`src/rtl/hs_seq_pkg.sv`:
```
package hs_seq_pkg;
   typedef enum logic [3:0] {
      ST_REST,      // clock lane low power, idle
      ST_LEAD,      // clock lane HS, data lanes still LP
      ST_BURST,     // both in HS, payload flowing
      ST_EOT_ISS,   // strobe one end-of-transmission packet
      ST_EOT_WAIT,  // wait for the packet path to accept it
      ST_DRAIN,     // data lanes released, waiting for stop state
      ST_TRAIL,     // clock still HS after stop state
      ST_GAP,       // clock lane LP, minimum rest
      ST_CLK_ON     // free-running clock, data lanes LP
   } seq_st_e;
endpackage

```
`src/rtl/hs_phase_timer.sv`:
```
module hs_phase_timer #(
   parameter int DLY_W = 8
) (
   input  logic             clk,
   input  logic             rst_n,
   input  logic             load,
   input  logic [DLY_W-1:0] load_val,
   output logic             last
);
   localparam logic [DLY_W-1:0] ONE = DLY_W'(1);

   logic [DLY_W-1:0] cnt_q;

   always_ff @(posedge clk or negedge rst_n) begin
      if (!rst_n)
         cnt_q <= '0;
      else if (load)
         cnt_q <= (load_val == '0) ? ONE : load_val;
      else if (cnt_q > ONE)
         cnt_q <= cnt_q - ONE;
   end

   assign last = (cnt_q == ONE);
endmodule

```
`src/rtl/hs_lane_mask.sv`:
```
module hs_lane_mask #(
   parameter int LANE_CNT   = 2,
   parameter int LANE_SEL_W = 2
) (
   input  logic [LANE_SEL_W-1:0] sel,
   output logic [LANE_CNT-1:0]   mask
);
   localparam int CMP_W = LANE_SEL_W + 8;

   for (genvar i = 0; i < LANE_CNT; i++) begin : g_lane
      assign mask[i] = (CMP_W'(sel) >= CMP_W'(i));
   end
endmodule

```
`src/rtl/hs_clk_lane_seq.sv`:
```
module hs_clk_lane_seq
   import hs_seq_pkg::*;
#(
   parameter int DLY_W      = 8,
   parameter int EOT_CNT_W  = 8,
   parameter int LANE_CNT   = 2,
   parameter int LANE_SEL_W = 2
) (
   input  logic                  clk,
   input  logic                  rst_n,
   input  logic                  tx_req,
   input  logic                  dl_stop,
   input  logic                  cfg_clk_gated,
   input  logic                  cfg_eot_auto,
   input  logic [EOT_CNT_W-1:0]  cfg_eot_extra,
   input  logic [LANE_SEL_W-1:0] cfg_lane_sel,
   input  logic [DLY_W-1:0]      cfg_pre,
   input  logic [DLY_W-1:0]      cfg_post,
   input  logic [DLY_W-1:0]      cfg_gap,
   input  logic                  eot_ack,
   output logic                  clk_hs_en,
   output logic [LANE_CNT-1:0]   data_hs_en,
   output logic                  eot_stb
);
   localparam int MAX_LANES = 1 << LANE_SEL_W;

   if (LANE_CNT < 1 || LANE_CNT > MAX_LANES) begin : g_bad_lanes
      $error("LANE_CNT must lie between 1 and 2**LANE_SEL_W");
   end
   if (DLY_W < 1 || EOT_CNT_W < 1) begin : g_bad_widths
      $error("delay and packet count widths must be at least 1");
   end

   seq_st_e st_q, st_d;
   logic    pend_q;
   logic    go;
   logic    tmr_load, tmr_last;
   logic [DLY_W-1:0]     tmr_val;
   logic [EOT_CNT_W-1:0] eot_left_q;
   logic [LANE_CNT-1:0]  lane_mask;
   logic                 clk_on, data_on;

   assign go = tx_req | pend_q;

   // next-state selection
   always_comb begin
      st_d = st_q;
      unique case (st_q)
         ST_REST:     if (go) st_d = ST_LEAD;
         ST_LEAD:     if (tmr_last) st_d = ST_BURST;
         ST_BURST:    if (!tx_req) st_d = cfg_eot_auto ? ST_EOT_ISS : ST_DRAIN;
         ST_EOT_ISS:  st_d = ST_EOT_WAIT;
         ST_EOT_WAIT: if (eot_ack) st_d = (eot_left_q == '0) ? ST_DRAIN : ST_EOT_ISS;
         ST_DRAIN:    if (dl_stop) st_d = cfg_clk_gated ? ST_TRAIL : ST_CLK_ON;
         ST_TRAIL:    if (tmr_last) st_d = ST_GAP;
         ST_GAP:      if (tmr_last) st_d = go ? ST_LEAD : ST_REST;
         ST_CLK_ON: begin
            if (cfg_clk_gated) st_d = ST_TRAIL;
            else if (go)       st_d = ST_BURST;
         end
         default:     st_d = ST_REST;
      endcase
   end

   // phase timer is loaded on entry to a timed phase
   always_comb begin
      tmr_load = 1'b0;
      tmr_val  = cfg_pre;
      if (st_d != st_q) begin
         unique case (st_d)
            ST_LEAD:  begin tmr_load = 1'b1; tmr_val = cfg_pre;  end
            ST_TRAIL: begin tmr_load = 1'b1; tmr_val = cfg_post; end
            ST_GAP:   begin tmr_load = 1'b1; tmr_val = cfg_gap;  end
            default:  ;
         endcase
      end
   end

   hs_phase_timer #(.DLY_W(DLY_W)) u_timer (
      .clk      (clk),
      .rst_n    (rst_n),
      .load     (tmr_load),
      .load_val (tmr_val),
      .last     (tmr_last)
   );

   hs_lane_mask #(.LANE_CNT(LANE_CNT), .LANE_SEL_W(LANE_SEL_W)) u_mask (
      .sel  (cfg_lane_sel),
      .mask (lane_mask)
   );

   always_ff @(posedge clk or negedge rst_n) begin
      if (!rst_n) begin
         st_q       <= ST_REST;
         pend_q     <= 1'b0;
         eot_left_q <= '0;
      end else begin
         st_q <= st_d;
         // requests seen while winding down are kept until serviced
         if (st_q == ST_LEAD || st_q == ST_BURST)
            pend_q <= 1'b0;
         else if (tx_req && st_q != ST_REST && st_q != ST_CLK_ON)
            pend_q <= 1'b1;
         if (st_q == ST_BURST && st_d == ST_EOT_ISS)
            eot_left_q <= cfg_eot_extra;
         else if (st_q == ST_EOT_WAIT && eot_ack && eot_left_q != '0)
            eot_left_q <= eot_left_q - 1'b1;
      end
   end

   always_comb begin
      clk_on  = 1'b0;
      data_on = 1'b0;
      eot_stb = 1'b0;
      unique case (st_q)
         ST_LEAD, ST_DRAIN, ST_TRAIL, ST_CLK_ON: clk_on = 1'b1;
         ST_BURST, ST_EOT_WAIT: begin clk_on = 1'b1; data_on = 1'b1; end
         ST_EOT_ISS: begin clk_on = 1'b1; data_on = 1'b1; eot_stb = 1'b1; end
         default: ;
      endcase
   end

   assign clk_hs_en  = clk_on;
   assign data_hs_en = data_on ? lane_mask : '0;
endmodule

```
`config.mk`:
```
export PLATFORM = sky130hd
export DESIGN_NAME = hs_clk_lane_seq
export DESIGN_NICKNAME = d
export VERILOG_FILES = /design/src/rtl/hs_seq_pkg.sv /design/src/rtl/hs_phase_timer.sv /design/src/rtl/hs_lane_mask.sv /design/src/rtl/hs_clk_lane_seq.sv
export SDC_FILE = /design/constraint.sdc
export NUM_CORES = 1
export LEC_CHECK = 0
export ABC_AREA = 1
export BUFFER_PORTS_ARGS = -buffer_cell sky130_fd_sc_hd__buf_2
export CORE_MARGIN = 1
export CORE_UTILIZATION = 50
export DETAILED_ROUTE_END_ITERATION = 8
export PLACE_DENSITY = 0.75
export SLEW_MARGIN = 20
export SYNTH_ARGS = -nofsm -noshare
export SYNTH_HDL_FRONTEND = slang
export SYNTH_SLANG_ARGS = --single-unit
```
`constraint.sdc`:
```
create_clock -name clk -period 2.6 [get_ports clk]
set_input_delay 0.13 -clock clk [delete_from_list [all_inputs] [get_ports clk]]
set_output_delay 0.13 -clock clk [all_outputs]
set_load 0.02 [all_outputs]
```
==> impl_metrics.csv <==
group,metric,value,unit
run_status,status,"finished, final reports clean",
clocking,numClockSinks,21,
place,gp_congestion,0.870,
logic_synthesis,syn_inst,309,
layout,multiInputGateArea,0.00125,mm2
timing,relSlewSlack,66.7,%
logic_synthesis,synth_fp_nets,354,
setup_path,critPathMostFrequentCell,"nand2_1",
setup_path,r2r_start,"st_q[1]",
setup_path,crit_fanout,8,
layout,final_cells,407,
logic_synthesis,synthArstFlopShare,100,%
logic_synthesis,yosysUniqueCellTypes,30,
grt,met1_usage,31.6,%
pwr,finalPower,2380,uW
layout,fin_nets,405,
grt,use_met2,38.4,%
logic_synthesis,synth-seq-cells,21,
grt,overflow,0,
grt,grt_pass1_vias,1757,
timing,slew_violations,0,
place,dp.final_hpwl,3640,um
pwr,p_leak,0.00129,uW
detailed_routing,drtPass1Iterations,4,
logic_synthesis,netlist.area_leader.share,26.6,%
floorplan,core,0.00372,mm2
min_path,hp-class,"in -> reg",
logic_synthesis,synth_top_cell_by_area,"dfrtp_1",
clocking,tritoncts,"done",
setup_path,crit_start,"st_q[1]",
timing,post-route-min-period,2.36,ns
layout,antennaDiodeCount,0,
timing,fmax,0.424,GHz
floorplan,dieHeight,64.8,um
grt,grt_max_degree,22,
clocking,clockBufferDepth,2,
min_path,min_from,"cfg_eot_extra[1]",
floorplan,die_w,64.8,um
setup_path,crit_path_cell_trace,"nor2_4, nand3_1, nor2_1, nor2_4, nand3_4, nand2_2, buf_4, nand2_1, nand3_1, a21oi_2, nand2_1, nor2_1, nand2_1, nand2_1, nand2_1, nand2_1",
floorplan,start_util,53.1,%
timing,finalCritPeriodShare,90.6,%
floorplan,die_area,0.00420,mm2
setup_path,start_kind,"flop",
detailed_routing,vias_per_cell,4.93,
logic_synthesis,synth_edf_count,0,
pwr,p_per_area,1020,mW/mm2
grt,antenna_found_initial,0,
timing,setup_viol,0,
clocking,h-tree-depth,1,
setup_path,regToRegSetupSlack,0.24,ns
logic_synthesis,yosysWarnings,0,
logic_synthesis,yosysMostFrequentCell,"nand2_1",
detailed_routing,drc,0,
logic_synthesis,synth_area_leaders,"dfrtp_1 (27%), nand2_1 (16%), nor2_1 (9.3%)",
layout,syn_to_final_growth,18.6,%
timing,report.final.hold_viol_count,0,
pwr,ir_drop,596,uV
clocking,cts_inserted_buffers,3,
place,dp_slack,0.0995,ns
clocking,clk_latency,0.27,ns
grt,grt_most_used_layer,"met2",
setup_path,critPathKind,"reg -> reg",
grt,grt_usage,23.4,%
timing,fin_ws,0.244,ns
setup_path,end_kind,"flop",
place,port_buffers,44,
place,dp_cells,402,
timing,worst_pin_slew,0.494,ns
logic_synthesis,syn_avg_cell_area,6.38,um2
timing,skew,0.00465,ns
run,timing.max_cap.violations,0,
grt,grt_pass1_wl,7670,um
logic_synthesis,ys_seq_area_share,26.6,%
detailed_routing,wl,4690,um
logic_synthesis,synth_commonest_cells,"nand2_1 (85), nor2_1 (49), inv_1 (41)",
setup_path,cp.required,2.82,ns
detailed_routing,antenna_left,0,
logic_synthesis,synth_ff_type,"dfrtp_1",
detailed_routing,drtIter0Drc,210,
layout,drive_gt1_share,25.9,%
detailed_routing,wl_per_cell,11.5,um
floorplan,row_count,22,
clocking,path_clk_slew,0.09,ns
logic_synthesis,netlist_area,0.00197,mm2
floorplan,pin_count,45,
setup_path,crit_slowest_cell,"dfrtp_2",
setup_path,cp_data_arrival_time,2.57,ns
layout,num-fill-cells,380,
grt,met3_usage,3.52,%
clocking,root_buffer,"clkbuf_8",
detailed_routing,vias,2008,
layout,register_area,528,um2
setup_path,cpPeakStageDelay,0.50,ns
[sequential cells by signal, indices dropped and copies added, names as in the netlist]
signal / count
pend_q: 1
st_q: 4
eot_left_q: 8
u_timer.cnt_q: 8
[report_power, final]
part / internal [uW] / total (uW) / switching (uW)
Sequential: 480 / 619 / 140
Combinational: 574 / 1530 / 953
Clock: 107 / 234 / 126
Total: 1160 / 2380 / 1220
[final timing paths]
kind,cells after the start,endpoint
min reg2reg,2,pend_q
min,3,eot_left_q[1]
max,16,u_timer.cnt_q[0]
min in group asynchronous,2,eot_left_q[0]
max reg2reg,16,u_timer.cnt_q[0]
max in group asynchronous,2,st_q[0]
[cells in the final DEF (no fill, tap or decap), types with 2 or more instances in the layout]
cell type | netlist | routed
nand2_2 | 5 | 6
inv_2 | 6 | 6
nor3_1 | 3 | 3
xnor2_1 | 3 | 3
a21oi_1 | 15 | 11
o221ai_1 | 2 | 2
nor2_2 | 6 | 7
nor2_1 | 49 | 47
a211oi_1 | 3 | 3
and2_1 | 2 | 2
dfrtp_2 | 0 | 2
o21ai_0 | 7 | 7
a21oi_2 | 0 | 4
ha_1 | 4 | 4
nand4_1 | 6 | 6
nand2_1 | 85 | 84
nand3_2 | 3 | 3
a31oi_1 | 2 | 2
buf_2 | 0 | 44
inv_1 | 41 | 41
dfrtp_1 | 21 | 19
a221oi_1 | 2 | 2
xor2_1 | 7 | 7
o211ai_1 | 3 | 3
clkbuf_8 | 0 | 3
nand3_1 | 17 | 17
buf_4 | 2 | 5
nor2_4 | 8 | 9
[per-layer routing]
layer	wire (um)	vias up
met2	2090	65
li1	-	1075
met4	52	0
met3	221	5
met5	0	-
met1	2330	863
[per-stage QoR]
stage / util, % / setup TNS [ns] / cell area [um2] / hold slack (ns)
final: 62.9 / 0 / 2340 / 0.0608
after global routing: 62.9 / -0.00259 / 2340 / 0.0849
after CTS: 62.1 / 0 / 2310 / 0.0609
after detailed placement: 60.6 / 0 / 2250 / 0.118
after global placement: 60.6 / 0 / 2250 / 0.120
after floorplan: - / 0 / 1970 / -0.166
[logic make-up (layout without fill, tap and decap cells)]
logic type	Yosys count	after routing	share of synthesized area [%]
AO/OA/AOI/OAI	35	35	10.7
XOR/XNOR	10	10	4.44
flip-flops	21	21	26.6
buffers and inverters	52	102	11.2
adder cells (fa/ha/maj)	4	4	2.54
AND/OR/NAND/NOR	187	187	44.5
[worst max-delay path, delay by kind of cell, from the launching register on]
kind                   cells  cell delay (ns)
AND/OR/NAND/NOR           14             1.40
flip-flops                 1             0.50
AO/OA/AOI/OAI              1             0.19
buffers and inverters      1             0.18
[final cells by class]
class	instances	area share, %
Multi-Input combinational cell	236	53.6
Sequential cell	21	22.6
Timing Repair Buffer	50	11.4
Inverter	48	7.81
Tap cell	48	2.57
Clock buffer	3	1.77
Clock inverter	1	0.214
[repair_timing]
action,in CTS,in global routing
setup endpoints to repair,0,1
resized for setup,0,10
setup buffers,0,0
hold buffers,1,0
hold endpoints to repair,21,0
No activity file was read; power rests on OpenSTA's default activity.
